`src/rtl/rfsh_pkg.sv`:
```
// Shared definitions for the refresh request timer.
// Assumes one machine-select bit per bank.
package rfsh_pkg;

    // Encoding of the per-bank machine select bit
    typedef enum logic {
        MACH_PGM   = 1'b0,
        MACH_SDRAM = 1'b1
    } rfsh_mach_e;

endpackage

```
`src/rtl/rfsh_prescaler.sv`:
```
// Divides the system clock into a one-cycle tick every DIV cycles.
// DIV comes from an active register, where 0 stands for 2**W.
// Writes land in a shadow register. The shadow is copied into the active
// register only at terminal count, so a write never shortens or stretches
// the interval that is already running.
module rfsh_prescaler #(
    parameter int W = 8
) (
    input  logic         clk,
    input  logic         rst_n,
    input  logic         wr,
    input  logic [W-1:0] wdata,
    output logic         tick
);
    localparam logic [W-1:0] ONE = W'(1);

    logic [W-1:0] shadow_q, active_q, count_q;

    // Terminal count: the active value minus one, which wraps to all ones for 0
    assign tick = (count_q == active_q - ONE);

    // Counter advance, terminal reload and shadow capture
    always_ff @(posedge clk) begin
        if (!rst_n) begin
            shadow_q <= '0;
            active_q <= '0;
            count_q  <= '0;
        end else begin
            if (wr) shadow_q <= wdata;
            if (tick) begin
                count_q  <= '0;
                active_q <= shadow_q;
            end else begin
                count_q  <= count_q + ONE;
            end
        end
    end
endmodule

```
`src/rtl/rfsh_period_timer.sv`:
```
// Counts prescaler ticks and flags an expiry on the tick that completes the
// period. Period 0 stands for 2**W. A written period is held in a shadow
// register and is loaded into the active register at the next expiry.
module rfsh_period_timer #(
    parameter int W = 8
) (
    input  logic         clk,
    input  logic         rst_n,
    input  logic         tick,
    input  logic         wr,
    input  logic [W-1:0] wdata,
    output logic         expire
);
    localparam logic [W-1:0] ONE = W'(1);

    logic [W-1:0] shadow_q, active_q, count_q;

    // Expiry occurs on the tick at which the count reaches its terminal value
    assign expire = tick && (count_q == active_q - ONE);

    // Tick counting, reload at expiry and shadow capture
    always_ff @(posedge clk) begin
        if (!rst_n) begin
            shadow_q <= '0;
            active_q <= '0;
            count_q  <= '0;
        end else begin
            if (wr) shadow_q <= wdata;
            if (expire) begin
                count_q  <= '0;
                active_q <= shadow_q;
            end else if (tick) begin
                count_q  <= count_q + ONE;
            end
        end
    end
endmodule

```
`src/rtl/rfsh_rr_issuer.sv`:
```
// Turns expiries into single-bank requests that rotate round-robin over the
// qualified banks. The search starts at the bank after the last one served.
// Expiries that find at least one qualified bank are counted in a saturating
// debt counter, so a busy period loses nothing.
// Assumes NB is at least 2.
module rfsh_rr_issuer #(
    parameter int NB = 8,
    parameter int DW = 4
) (
    input  logic          clk,
    input  logic          rst_n,
    input  logic          expire,
    input  logic [NB-1:0] qual,
    input  logic [NB-1:0] ack,
    output logic [NB-1:0] req
);
    localparam int             IW       = $clog2(NB);
    localparam logic [DW-1:0]  DEBT_MAX = '1;
    localparam logic [DW-1:0]  DONE     = DW'(1);
    localparam logic [IW-1:0]  LAST     = IW'(NB - 1);

    logic          active_q;
    logic [IW-1:0] bank_q, last_q, pick, cand;
    logic [DW-1:0] debt_q;
    logic          any_q, launch, served, inc;

    assign any_q  = |qual;
    assign served = active_q && ack[bank_q];
    assign launch = !active_q && ((debt_q != '0) || expire) && any_q;
    assign inc    = expire && any_q;

    // Nearest qualified bank after the last one served (the loop runs downward so the nearest wins)
    always_comb begin
        pick = last_q;
        cand = last_q;
        for (int i = NB; i >= 1; i--) begin
            cand = IW'((int'(last_q) + i) % NB);
            if (qual[cand]) pick = cand;
        end
    end

    // Request state, rotation pointer and expiry debt
    always_ff @(posedge clk) begin
        if (!rst_n) begin
            active_q <= 1'b0;
            bank_q   <= '0;
            last_q   <= LAST;
            debt_q   <= '0;
        end else begin
            if (served) active_q <= 1'b0;
            if (launch) begin
                active_q <= 1'b1;
                bank_q   <= pick;
                last_q   <= pick;
            end
            if (inc && !launch && debt_q != DEBT_MAX) debt_q <= debt_q + DONE;
            else if (launch && !inc)                  debt_q <= debt_q - DONE;
        end
    end

    // One-hot decode of the outstanding request
    for (genvar g = 0; g < NB; g++) begin : g_req
        assign req[g] = active_q && (bank_q == IW'(g));
    end
endmodule

```
`src/rtl/rfsh_stagger_issuer.sv`:
```
// Turns expiries into rounds that cover every qualified bank. A round
// snapshots the qualified mask and issues the lowest remaining bank. Each
// accept clears that bank and exposes the next higher one. Expiries that
// arrive during a round are counted and start later rounds.
module rfsh_stagger_issuer #(
    parameter int NB = 8,
    parameter int DW = 4
) (
    input  logic          clk,
    input  logic          rst_n,
    input  logic          expire,
    input  logic [NB-1:0] qual,
    input  logic [NB-1:0] ack,
    output logic [NB-1:0] req
);
    localparam logic [DW-1:0] DEBT_MAX = '1;
    localparam logic [DW-1:0] DONE     = DW'(1);
    localparam logic [NB-1:0] NONE     = NB'(1);

    logic [NB-1:0] round_q;
    logic [DW-1:0] debt_q;
    logic          launch, inc, served;

    assign req    = round_q & (~round_q + NONE);
    assign served = |(req & ack);
    assign launch = (round_q == '0) && ((debt_q != '0) || expire) && (|qual);
    assign inc    = expire && (|qual);

    // Round mask and expiry debt
    always_ff @(posedge clk) begin
        if (!rst_n) begin
            round_q <= '0;
            debt_q  <= '0;
        end else begin
            if (launch)      round_q <= qual;
            else if (served) round_q <= round_q & ~req;
            if (inc && !launch && debt_q != DEBT_MAX) debt_q <= debt_q + DONE;
            else if (launch && !inc)                  debt_q <= debt_q - DONE;
        end
    end
endmodule

```
`src/rtl/rfsh_req_timer.sv`:
```
// Top of the refresh request timer. One shared prescaler feeds two period
// timers. The programmable-machine timer drives a round-robin issuer, and
// the SDRAM timer drives a staggered issuer. Per-bank qualification selects
// which banks each issuer may request. The request lines of the two issuers
// are merged onto one output vector.
// Assumes a bank keeps its machine select while it has a request outstanding.
module rfsh_req_timer
    import rfsh_pkg::*;
#(
    parameter int NUM_BANKS = 8,
    parameter int PRE_W     = 8,
    parameter int PER_W     = 8,
    parameter int DEBT_W    = 4
) (
    input  logic                 clk,
    input  logic                 rst_n,
    input  logic [NUM_BANKS-1:0] bank_valid,
    input  logic [NUM_BANKS-1:0] bank_mach,
    input  logic [NUM_BANKS-1:0] bank_refresh_en,
    input  logic                 presc_wr,
    input  logic [PRE_W-1:0]     presc_wdata,
    input  logic                 pgm_period_wr,
    input  logic [PER_W-1:0]     pgm_period_wdata,
    input  logic                 sd_period_wr,
    input  logic [PER_W-1:0]     sd_period_wdata,
    input  logic [NUM_BANKS-1:0] refresh_ack,
    output logic [NUM_BANKS-1:0] refresh_req
);
    logic                 tick, pgm_expire, sd_expire;
    logic [NUM_BANKS-1:0] pgm_qual, sd_qual, pgm_req, sd_req;

    // Per-bank qualification for each machine
    for (genvar b = 0; b < NUM_BANKS; b++) begin : g_qual
        assign pgm_qual[b] = bank_valid[b] && bank_refresh_en[b] && (bank_mach[b] == MACH_PGM);
        assign sd_qual[b]  = bank_valid[b] && bank_refresh_en[b] && (bank_mach[b] == MACH_SDRAM);
    end

    rfsh_prescaler #(.W(PRE_W)) presc_i (
        .clk(clk), .rst_n(rst_n), .wr(presc_wr), .wdata(presc_wdata), .tick(tick)
    );

    rfsh_period_timer #(.W(PER_W)) pgm_tmr_i (
        .clk(clk), .rst_n(rst_n), .tick(tick), .wr(pgm_period_wr),
        .wdata(pgm_period_wdata), .expire(pgm_expire)
    );

    rfsh_period_timer #(.W(PER_W)) sd_tmr_i (
        .clk(clk), .rst_n(rst_n), .tick(tick), .wr(sd_period_wr),
        .wdata(sd_period_wdata), .expire(sd_expire)
    );

    rfsh_rr_issuer #(.NB(NUM_BANKS), .DW(DEBT_W)) pgm_iss_i (
        .clk(clk), .rst_n(rst_n), .expire(pgm_expire), .qual(pgm_qual),
        .ack(refresh_ack), .req(pgm_req)
    );

    rfsh_stagger_issuer #(.NB(NUM_BANKS), .DW(DEBT_W)) sd_iss_i (
        .clk(clk), .rst_n(rst_n), .expire(sd_expire), .qual(sd_qual),
        .ack(refresh_ack), .req(sd_req)
    );

    // Merge both issuers onto the bank request lines
    assign refresh_req = pgm_req | sd_req;
endmodule

```
`config.mk`:
```
export PLATFORM = sky130hd
export DESIGN_NAME = rfsh_req_timer
export DESIGN_NICKNAME = d
export VERILOG_FILES = /design/src/rtl/rfsh_pkg.sv /design/src/rtl/rfsh_prescaler.sv /design/src/rtl/rfsh_period_timer.sv /design/src/rtl/rfsh_rr_issuer.sv /design/src/rtl/rfsh_stagger_issuer.sv /design/src/rtl/rfsh_req_timer.sv
export SDC_FILE = /design/constraint.sdc
export NUM_CORES = 1
export LEC_CHECK = 0
export ABC_AREA = 1
export BUFFER_PORTS_ARGS = -buffer_cell sky130_fd_sc_hd__buf_2
export CORE_MARGIN = 3
export CORE_UTILIZATION = 45
export DETAILED_ROUTE_END_ITERATION = 6
export GPL_TIMING_DRIVEN = 1
export HOLD_SLACK_MARGIN = 0.02
export MAX_ROUTING_LAYER = met4
export SLEW_MARGIN = 10
export SYNTH_ARGS = -nofsm -noshare
export SYNTH_HDL_FRONTEND = slang
export SYNTH_HIERARCHICAL = 1
export SYNTH_SLANG_ARGS = --single-unit
```
`constraint.sdc`:
```
create_clock -name clk -period 6.4 [get_ports clk]
set_input_delay 1.28 -clock clk [delete_from_list [all_inputs] [get_ports clk]]
set_output_delay 1.28 -clock clk [all_outputs]
set_load 0.005 [all_outputs]
```
# == Yosys cells after proc, flatten, opt, wreduce, memory -nomap -nowiden ==
# Cells that the tools add are included.
# op_classes
reduce_logical,68
addsub,19
bitwise,15
shift,0
mul,0
n_mux,34
n_eq_ne,12
div_mod_pow,0
magnitude_cmp,9
# op_table
operator,count
1-bit logical AND,47
3-bit by 4-bit < comparator with 1-bit output (second input constant),9
8-bit by 1-bit adder with 8-bit output (second input constant),4
1-bit binary-select mux with 3-bit select,9
8-bit bitwise AND,3
8-bit == test,3
3-bit 2-to-1 mux,8
8-bit OR reduction,3
8-bit by 1-bit subtractor with 8-bit output (second input constant),3
4-bit 2-to-1 mux,4
8-bit 2-to-1 mux,2
8-bit inverter,2
3-bit adder (second input constant),4
3-bit == test (second input constant),4
1-bit 2-to-1 mux,11
1-bit inverter,9
4-bit by 1-bit adder with 4-bit output (second input constant),2
8-bit zero test,1
4-bit inequality test (second input constant),2
8-bit OR,1
2-bit nonzero test,4
4-bit nonzero test,2
4-bit by 1-bit subtractor with 4-bit output (second input constant),2
3-bit by 1-bit adder with 3-bit output (second input constant),2
other kinds (7),16
# totals
mem_bits_rw,0
latchBits,0
register_bits,95
input_bits,61
out_inout_bits,8
wordCells,172
mem_count,0
romBits,0

# == Longest topological paths before layout ==
# Gate-level depths: netlist (run 1).
# depth
depth_word,12
depth_mapped,30
depth_no_buf,29

# == Hierarchy ==
# Netlist (run 1), hierarchy kept.
# modules_own_cells
module,area_each_um2,seq_area_each_um2,instances,cells_per_inst
rfsh_period_timer,1224.9,480.5,2,187
rfsh_rr_issuer,1293.7,220.2,1,217
rfsh_prescaler,1291.2,480.5,1,189
rfsh_stagger_issuer,928.4,240.2,1,141
rfsh_req_timer,170.2,0.0,1,40

# == Worst setup path after synthesis (run 1) ==
# No wires, ideal clock.
# synth_path
path_kind,register to register
from,register presc_i.active_q[0]
to,register pgm_iss_i.debt_q[3]
arrival_time_ps,3621
setup_time_ps,70
required_ps,6330
synth_period_minus_slack_ps,3691
slack_ps,2709
stages_incl_launch_ff,28
path_buffers,1
cell_sequence,dfxtp_1 inv_2 ha_1 inv_1 nand2_1 nand2_1 nor2_1 nand4_2 nor2_4 nand2_1 inv_1 o21ai_0 nor2_1 nand3_1 nor2_2 nand2_4 buf_6 inv_1 inv_1 nor2_1 nand3_1 ha_1 a21o_1 a31oi_1 nand3_1 o21ai_0 o21ai_0 a21oi_1
# synth_via
elab_chain_len,10
word_cells_on_any_way,14
classes_between,add/sub (1); eq/ne (1); mux (1); reduce/logical (11)
# synth_lines
item,line_no,text
"start, declared",rfsh_prescaler.sv:17,"logic [W-1:0] shadow_q, active_q, count_q;"
"start signal, assigned",rfsh_prescaler.sv:32,active_q <= shadow_q;
8-bit by 1-bit subtractor with 8-bit output (*),rfsh_prescaler.sv:20,assign tick = (count_q == active_q - ONE);
8-bit == test (*),rfsh_prescaler.sv:20,
named net tick,rfsh_req_timer.sv:29,"logic tick, pgm_expire, sd_expire;"
1-bit logical AND (*),rfsh_period_timer.sv:19,assign expire = tick && (count_q == active_q - ONE);
named net pgm_expire,rfsh_req_timer.sv:29,
1-bit logical OR,rfsh_rr_issuer.sv:29,assign launch = !active_q && ((debt_q != '0) || expire) && any_q;
1-bit logical AND (2 in a row),rfsh_rr_issuer.sv:29,
1-bit zero test,rfsh_rr_issuer.sv:56,if (inc && !launch && debt_q != DEBT_MAX) debt_q <= debt_q + DONE;
1-bit logical AND (2 in a row),rfsh_rr_issuer.sv:56,
4-bit 2-to-1 mux / 2-bit nonzero test (equally long branches),-,
"end signal, assigned",rfsh_rr_issuer.sv:56,
"end signal, assigned",rfsh_rr_issuer.sv:57,else if (launch && !inc) debt_q <= debt_q - DONE;
"end, declared",rfsh_rr_issuer.sv:24,logic [DW-1:0] debt_q;
# Mark *: on every way through the listed nets, which the timed path passes. The rest lies on a longest branch.
# A chain may end at the register's enable or synchronous reset.

# == Worst setup path in the final report (run 1) ==
# Ends and elaborated chain as after synthesis.

==> flow_metrics.py, run 1 <==
metrics = {
    "worst_hold_path": {
        "hold_path_startpoint": "presc_i/shadow_q[4]$_SDFFE_PN0P_",
        "worst_hold_path_type": "register to register",
        "min_to": "presc_i/shadow_q[4]$_SDFFE_PN0P_",
        "min_path_cells": 2,
    },
    "global_routing": {
        "number_of_antenna_violations_at_the_first_check_in_global_routing": 0,
        "first_global_vias": 5121,
        "globalRouteTotalUtil_pct": 19.0,
        "grt_max_degree": 71,
        "wire_length_of_the_first_global_routing_pass_um": 22700,
        "grt_remaining_overflow": 0,
    },
    "floorplan": {
        "ios": 69,
        "row_count": 42,
        "placeableCoreArea_um2": 13300,
        "die_area_um2": 15100,
        "die_w_um": 123,
        "floorplan.die.height_um": 123,
        "initial_core_util_pct": 46.1,
    },
    "timing": {
        "worst_hold_slack_ns": 0.461,
        "hold_viol_final": 0,
        "fin_skew_ns": 0.00589,
        "worst_pin_slew_ns": 0.688,
        "setup_viol": 0,
        "final_report_max_slew_violation_count": 0,
        "timing.final.crit_period_ns": 4.28,
        "finalSetupTns_ns": 0,
        "max_freq_ghz": 0.234,
        "grt_setup_unrepaired": "no",
        "max-slew-margin-rel_pct": 54.1,
        "min_period_over_period_pct": 66.8,
    },
    "cts": {
        "post_cts_buffers": 0,
        "worstSkewPairLatency_ns": 0.35,
        "h_tree_levels": 3,
        "cts.root.buffer_cell": "sky130_fd_sc_hd__clkbuf_16",
        "tritoncts.num_buffers": 9,
        "tritoncts_clock_tree": "done",
        "holdBufCountCts": 0,
        "cts_repair_resize_count": 0,
        "cts.path.max_buffers": 2,
        "path_clk_slew_ns": 0.07,
        "cts.sink_count": 95,
    },
    "drt": {
        "routed_wl_um": 13200,
        "wl_met2_um": 5980,
        "met3_wirelength_um": 374,
        "route.antenna.remaining_nets": 0,
        "drt-met1-wl_um": 6770,
        "remaining_drc_errors": 0,
        "routed.top_layer": "met4",
        "wl_per_cell_um": 11.0,
        "dr.first_iter.drc_count": 323,
        "detailroute.via_count": 5705,
        "drt-vias-per-instance": 4.73,
        "detailedRoute.firstPassIterationCount": 5,
    },
    "logic_synthesis": {
        "mappedNetlistArea_um2": 6130,
        "synth_top_cells_by_count": "sky130_fd_sc_hd__nand2_1 (254), sky130_fd_sc_hd__nor2_1 (176), sky130_fd_sc_hd__inv_1 (102)",
        "synth.area.top_cells": "sky130_fd_sc_hd__dfxtp_1 (31%), sky130_fd_sc_hd__nand2_1 (16%), sky130_fd_sc_hd__nor2_1 (11%), sky130_fd_sc_hd__inv_1 (6.2%), sky130_fd_sc_hd__nand3_1 (6.2%)",
        "ys_seq_elements": 95,
        "synthArstFlopShare_pct": 0,
        "mappedNetlistNets": 1036,
        "syn_inst": 961,
        "yosysTopAreaCellShare_pct": 31.0,
        "synth.most_common_cell": "sky130_fd_sc_hd__nand2_1",
        "synth.lib_cells_used.distinct": 43,
        "share_of_the_yosys_chip_area_belonging_to_registers_pct": 31.0,
        "synth_warnings": 6,
        "synthDominantAreaCellType": "sky130_fd_sc_hd__dfxtp_1",
        "synth_enable_flop_cells": 0,
        "postSynthAreaPerCell_um2": 6.38,
        "synth_top_flop_cell": "sky130_fd_sc_hd__dfxtp_1",
    },
    "critical_path": {
        "critical-path-top-cell-by-count": "sky130_fd_sc_hd__inv_1",
        "timing.critical_path.from_type": "register",
        "timing.critical_path.fanout_max": 18,
        "crit_family": "simple AND/OR/NAND/NOR gates",
        "cp_num_buf_inv": 5,
        "critical_path_arrival_ns": 4.56,
        "critPathSlowestCell": "sky130_fd_sc_hd__dfxtp_1",
        "r2r.worst_path.cells": 26,
        "worst_ep_required_time_ns": 6.68,
        "worst-setup-path-type": "register to register",
        "timing.reg2reg.setup_slack_ns": 2.12,
        "timing.critical_path.from": "presc_i/active_q[0]$_SDFFE_PN0N_",
        "worst_r2r_startpoint": "presc_i/active_q[0]$_SDFFE_PN0N_",
        "worstSetupEndpointType": "register",
        "rr_endpoint": "pgm_iss_i/debt_q[3]$_SDFFE_PN0P_",
        "slowest_delay_ns": 0.40,
    },
    "placed_design": {
        "hpwl_after_detailed_placement_um": 10100,
        "finalWeightedCongestion": 0.879,
        "port_buffers": 68,
    },
    "status": {
        "status": "completed",
    },
    "flow_run": {
        "max-cap-violations": 0,
    },
    "power_and_ir_drop": {
        "vdd_drop_max_v": 0.000158,
        "powerDensity_nw_per_um2": 182,
        "power.static_leakage_nw": 3.45,
    },
    "final_layout": {
        "drive_gt1_share_pct": 15.4,
        "multiInputGateArea_um2": 3660,
        "n_antenna_cell": 0,
        "register_area_um2": 1900,
        "area.growth.synth_to_final_pct": 11.8,
        "design.final.nets": 1101,
        "layout.filler_cells": 1365,
    },
}
[worst max-delay path by stage]
stage / to / slack (ns) / cells past startpoint
floorplan: pgm_iss_i/debt_q[3]$_SDFFE_PN0P_ / 2.71 / 27
global placement: pgm_iss_i/debt_q[3]$_SDFFE_PN0P_ / 2.20 / 26
detailed placement: pgm_iss_i/debt_q[3]$_SDFFE_PN0P_ / 2.11 / 26
CTS: pgm_iss_i/debt_q[3]$_SDFFE_PN0P_ / 2.10 / 26
global route: pgm_iss_i/debt_q[3]$_SDFFE_PN0P_ / 1.52 / 26
finish: pgm_iss_i/debt_q[3]$_SDFFE_PN0P_ / 2.12 / 26
[area by class of cell]
type	instances	share of cell area, %
inverters	115	6.33
flip-flops and latches	95	27.7
clock inverters	7	0.949
clock buffers	9	3.29
repair buffers	69	5.07
well taps	176	3.21
multi-input cells	736	53.4
[tightest hold or removal path: cells and delay by family, from the launching register on]
kind,cells,cell delay [ns]
buffers and inverters,1,0.06
DFF,1,0.30
AOI/OAI and AO/OA,1,0.06
[state kept, by name, summed over array words and instances, names as in the netlist]
register,count
sd_tmr_i/active_q,8
sd_tmr_i/count_q,8
pgm_iss_i/bank_q,3
sd_iss_i/debt_q,4
pgm_tmr_i/count_q,8
presc_i/shadow_q,8
pgm_iss_i/debt_q,4
pgm_iss_i/active_q,1
pgm_iss_i/last_q,3
presc_i/active_q,8
sd_iss_i/round_q,8
pgm_tmr_i/shadow_q,8
pgm_tmr_i/active_q,8
presc_i/count_q,8
sd_tmr_i/shadow_q,8
[power by group]
part / total (mW) / internal (mW) / switching [mW]
combinational: 0.112 / 0.0439 / 0.0680
sequential: 0.612 / 0.604 / 0.00818
clock: 0.522 / 0.272 / 0.250
[through the flow]
step / utilization, % / cells / worst slack [ns] / area, um2 / total power, mW
after floorplan: - / 961 / 2.71 / 6130 / 0.697
after global placement: 49.4 / 1191 / 2.20 / 6570 / 0.738
after detailed placement: 49.4 / 1191 / 2.11 / 6570 / 0.739
after CTS: 51.6 / 1207 / 2.10 / 6860 / 1.27
after global routing: 51.6 / 1207 / 1.52 / 6860 / 1.31
final: 51.6 / 1207 / 2.12 / 6860 / 1.25
[metal layers]
layer	GRT usage [%]	up-vias
li1	-	3155
met1	24.9	2476
met2	30.5	65
met3	3.32	9
met4	4.69	0
met5	-	-
[logic make-up after synthesis]
group / share of synthesized area, %
compound gates: 8.65
buf+inv: 9.30
xor+xnor: 4.12
flops: 31.0
simple gates: 43.8
fa+ha+maj: 3.10
[placed cells by master, fill, tap and decap left out, types with 2 or more instances in the layout]
master,n
sky130_fd_sc_hd__xor2_1,16
sky130_fd_sc_hd__a21boi_1,2
sky130_fd_sc_hd__o211ai_1,2
sky130_fd_sc_hd__o21ai_0,46
sky130_fd_sc_hd__a41oi_1,2
sky130_fd_sc_hd__nand2_2,19
sky130_fd_sc_hd__fa_1,2
sky130_fd_sc_hd__clkinv_1,3
sky130_fd_sc_hd__nand2_1,254
sky130_fd_sc_hd__nand4_1,4
sky130_fd_sc_hd__inv_1,102
sky130_fd_sc_hd__or2_1,8
sky130_fd_sc_hd__ha_1,12
sky130_fd_sc_hd__clkinv_4,3
sky130_fd_sc_hd__nor2_1,176
sky130_fd_sc_hd__or2_2,4
sky130_fd_sc_hd__buf_2,68
sky130_fd_sc_hd__nor2_8,2
sky130_fd_sc_hd__nand3b_1,4
sky130_fd_sc_hd__inv_8,2
sky130_fd_sc_hd__nor3_1,10
sky130_fd_sc_hd__inv_2,9
sky130_fd_sc_hd__nor2_4,6
sky130_fd_sc_hd__nand3_1,76
sky130_fd_sc_hd__clkbuf_16,9
sky130_fd_sc_hd__nand2_4,6
sky130_fd_sc_hd__a31oi_1,2
sky130_fd_sc_hd__nor2_2,10
sky130_fd_sc_hd__nand3_2,11
sky130_fd_sc_hd__xnor2_1,11
sky130_fd_sc_hd__a21oi_1,42
sky130_fd_sc_hd__a21oi_2,2
sky130_fd_sc_hd__dfxtp_1,95
Power figures use the tool's default switching activity.
==> run 2, diff against run 1 <==
--- a/config.mk
+++ b/config.mk
@@ -5,7 +5,7 @@
 export SDC_FILE = /design/constraint.sdc
 export NUM_CORES = 1
 export LEC_CHECK = 0
-export ABC_AREA = 1
+export ABC_AREA = 0
 export BUFFER_PORTS_ARGS = -buffer_cell sky130_fd_sc_hd__buf_2
 export CORE_MARGIN = 3
 export CORE_UTILIZATION = 45
==> constraint.sdc (replaced) <==
create_clock -name clk -period 4.3 [get_ports clk]
set_input_delay 0.86 -clock clk [delete_from_list [all_inputs] [get_ports clk]]
set_output_delay 0.86 -clock clk [all_outputs]
set_load 0.005 [all_outputs]
==> run 2 against run 1 <==
  * Fmax is 7.1% higher
  * Utilization is 1.3 points higher
  * Flip-flop and latch count stayed put
  * Cell area is 3.4% higher
  * Combinational power grew to 4.3 times the previous value
  * Clock skew is 0.0046 ns higher
  * Setup slack worse by 1.8 ns
  * Sequential power is 59% higher
  * Synthesized area is 2.0% higher
  * First-iteration DRC count is 0.31% higher
  * Sequential share of layout area is 0.88 points lower
  * Register-to-register slack worse by 1.8 ns
  * Critical endpoint unchanged
  * Highest routed layer unchanged
==> flow_metrics.py, run 2 <==
metrics = {
    "status": {
        "status": "completed",
    },
    "final_layout": {
        "n_antenna_cell": 0,
        "layout.filler_cells": 1231,
        "mostFrequentLayoutCells": "sky130_fd_sc_hd__dfxtp_1 (93), sky130_fd_sc_hd__nand2_1 (75), sky130_fd_sc_hd__buf_2 (68), sky130_fd_sc_hd__mux2i_1 (64), sky130_fd_sc_hd__nor2_1 (38)",
        "area.growth.synth_to_final_pct": 13.3,
        "drive_gt1_share_pct": 19.3,
        "design.final.nets": 816,
        "layout_commonest_cell": "sky130_fd_sc_hd__dfxtp_1",
    },
    "power_and_ir_drop": {
        "power.static_leakage_nw": 2.84,
        "powerDensity_nw_per_um2": 319,
        "netSwitchingFraction_pct": 28.6,
        "p_comb_share_pct": 21.1,
        "switchingPower_mw": 0.648,
        "power_frac_clock_pct": 36.0,
        "design_power_total_mw": 2.26,
        "p_int_mw": 1.62,
        "seqPwrFrac_pct": 42.9,
        "vdd_drop_max_v": 0.000220,
    },
    "critical_path": {
        "timing.critical_path.from_type": "register",
        "worstSetupEndpointType": "register",
        "critical_path_arrival_ns": 4.26,
        "timing.critical_path.fanout_max": 6,
        "worst-setup-path-type": "register to register",
        "worst_ep_required_time_ns": 4.56,
    },
    "logic_synthesis": {
        "synth.area.top_cells": "sky130_fd_sc_hd__dfxtp_1 (30%), sky130_fd_sc_hd__mux2i_1 (10%), sky130_fd_sc_hd__nand2_1 (4.5%), sky130_fd_sc_hd__xnor2_1 (4.5%), sky130_fd_sc_hd__mux4_2 (3.2%)",
        "synth_top_flop_cell": "sky130_fd_sc_hd__dfxtp_1",
        "mappedNetlistNets": 771,
        "share_of_the_yosys_chip_area_belonging_to_registers_pct": 30.4,
        "ys_seq_elements": 95,
        "mappedNetlistArea_um2": 6260,
        "synthDominantAreaCellType": "sky130_fd_sc_hd__dfxtp_1",
        "yosysTopAreaCellShare_pct": 30.4,
        "postSynthAreaPerCell_um2": 8.99,
        "syn_inst": 696,
        "synth_top_cells_by_count": "sky130_fd_sc_hd__dfxtp_1 (95), sky130_fd_sc_hd__nand2_1 (75), sky130_fd_sc_hd__mux2i_1 (64)",
        "synth.most_common_cell": "sky130_fd_sc_hd__dfxtp_1",
        "synth.lib_cells_used.distinct": 79,
        "synth_enable_flop_cells": 0,
        "synth_warnings": 6,
        "synthArstFlopShare_pct": 0,
    },
    "global_routing": {
        "layer_with_the_highest_usage": "met2",
        "grt_use_met3_pct": 2.50,
        "first_global_vias": 4987,
        "grt_remaining_overflow": 0,
        "number_of_antenna_violations_at_the_first_check_in_global_routing": 0,
        "groute.layer.met1.usage_pct": 23.7,
        "globalRouteTotalUtil_pct": 19.0,
        "grt_max_degree": 63,
        "wire_length_of_the_first_global_routing_pass_um": 23100,
        "grt_util_met2_pct": 31.7,
    },
    "timing": {
        "max_freq_ghz": 0.250,
        "min_period_over_period_pct": 92.9,
        "worst_hold_slack_ns": 0.466,
        "grt_setup_unrepaired": "no",
        "final_report_max_slew_violation_count": 0,
        "max-slew-margin-rel_pct": 37.8,
        "timing.final.crit_period_ns": 4.00,
        "hold_viol_final": 0,
        "fin_skew_ns": 0.0105,
        "worst_pin_slew_ns": 0.934,
        "setup_viol": 0,
    },
    "drt": {
        "drt-vias-per-instance": 5.54,
        "route.antenna.remaining_nets": 0,
        "detailroute.via_count": 5109,
        "dr.first_iter.drc_count": 324,
        "remaining_drc_errors": 0,
        "routed_wl_um": 13800,
        "wl_per_cell_um": 15.0,
        "detailedRoute.firstPassIterationCount": 4,
    },
    "floorplan": {
        "initial_core_util_pct": 46.7,
        "floorplan.die.height_um": 124,
        "placeableCoreArea_um2": 13400,
        "die_w_um": 124,
        "row_count": 42,
        "die_area_um2": 15400,
        "ios": 69,
    },
    "placed_design": {
        "hpwl_after_detailed_placement_um": 10300,
        "finalWeightedCongestion": 0.921,
        "port_buffers": 68,
    },
    "cts": {
        "cts.sink_count": 95,
        "tritoncts_clock_tree": "done",
        "worstSkewPairLatency_ns": 0.35,
        "path_clk_slew_ns": 0.07,
        "holdBufCountCts": 0,
        "tritoncts.num_buffers": 9,
        "cts.path.max_buffers": 2,
        "h_tree_levels": 3,
        "cts_repair_resize_count": 0,
        "post_cts_buffers": 0,
        "cts.root.buffer_cell": "sky130_fd_sc_hd__clkbuf_16",
    },
    "worst_hold_path": {
        "worst_hold_path_type": "register to register",
    },
    "flow_run": {
        "max-cap-violations": 0,
    },
}
-- run 2: changes by cell type in the layout (fill, tap and decap cells not counted), sizes merged, moves of 21 or more --
cell	change
a21oi	-21
o21ai	-33
nor2b	+31
inv	-97
nand2	-204
nand3	-76
nor2	-156
mux2i	+65
nor3b	+24
-- run 2: layout make-up --
class                   instances  area [um2]  area share [%]
repair buffers                 75         393            5.54
well taps                     176         220            3.11
multi-input cells             543        4200            59.3
clock buffers                  10         239            3.37
clock inverters                 6        65.1           0.918
flip-flops and latches         95        1900            26.9
inverters                      17        63.8           0.900
-- run 2: worst paths after layout --
| path | start | end | slack, ns | depth (start not counted) |
|---|---|---|---|---|
| setup reg to reg | presc_i/active_q[0]$_SDFFE_PN0N_ | pgm_iss_i/debt_q[3]$_SDFFE_PN0P_ | 0.30 | 16 |
| setup / recovery | presc_i/active_q[0]$_SDFFE_PN0N_ | pgm_iss_i/debt_q[3]$_SDFFE_PN0P_ | 0.30 | 16 |
| hold reg to reg | presc_i/shadow_q[7]$_SDFFE_PN0P_ | presc_i/active_q[7]$_SDFFE_PN0N_ | 0.47 | 2 |
| hold / removal | presc_i/shadow_q[7]$_SDFFE_PN0P_ | presc_i/active_q[7]$_SDFFE_PN0N_ | 0.47 | 2 |
-- run 2: worst max-delay path: stages, from the launching register on --
cell and delay [ns]:
sky130_fd_sc_hd__dfxtp_2 0.38, sky130_fd_sc_hd__inv_2 0.06, sky130_fd_sc_hd__ha_4 0.17, sky130_fd_sc_hd__o21ba_4 0.19, sky130_fd_sc_hd__a221oi_2 0.26, sky130_fd_sc_hd__a41oi_2 0.08, sky130_fd_sc_hd__nor4_4 0.44, sky130_fd_sc_hd__buf_4 0.23
sky130_fd_sc_hd__o2111ai_1 0.17, sky130_fd_sc_hd__a211oi_4 0.28, sky130_fd_sc_hd__nand4_1 0.31, sky130_fd_sc_hd__ha_1 0.38, sky130_fd_sc_hd__a21o_1 0.19, sky130_fd_sc_hd__a21oi_1 0.16, sky130_fd_sc_hd__xor2_1 0.09, sky130_fd_sc_hd__or3_1 0.32
sky130_fd_sc_hd__a21boi_0 0.19
-- run 2: cells by family (layout without fill, tap and decap cells) --
family | after synthesis | count (layout) | synth area share, %
buf+inv | 58 | 108 | 4.54
compound gates | 103 | 103 | 12.7
fa+ha+maj | 14 | 14 | 3.04
mux | 80 | 80 | 15.3
xor+xnor | 55 | 55 | 7.70
flops | 95 | 95 | 30.4
simple gates | 291 | 291 | 26.4
-- run 2: per-stage QoR --
step                instance area (um2)  utilization (%)  worst slack, ns  cells  TNS, ns
CTS                                7090             52.9            0.281    922        0
floorplan                          6410                -           -0.169    696   -0.205
finish                             7090             52.9            0.304    922        0
detailed placement                 6780             50.6            0.339    906        0
global placement                   6780             50.6            0.535    906        0
global route                       7090             52.9           0.0566    922        0
-- run 2: layer usage --
layer	routed length (um)	share of wire, %
met1	6330	46
met2	6920	50
met3	399	2.9
met4	144	1.0
met5	0	0
-- run 2: power by group through the flow --
stage	logic (mW)	registers [mW]	clock network [mW]
after floorplan	0.370	0.974	0
after global placement	0.458	0.989	0
after detailed placement	0.475	0.990	0
after CTS	0.477	0.969	0.840
after global routing	0.528	0.977	0.877
final	0.478	0.971	0.814
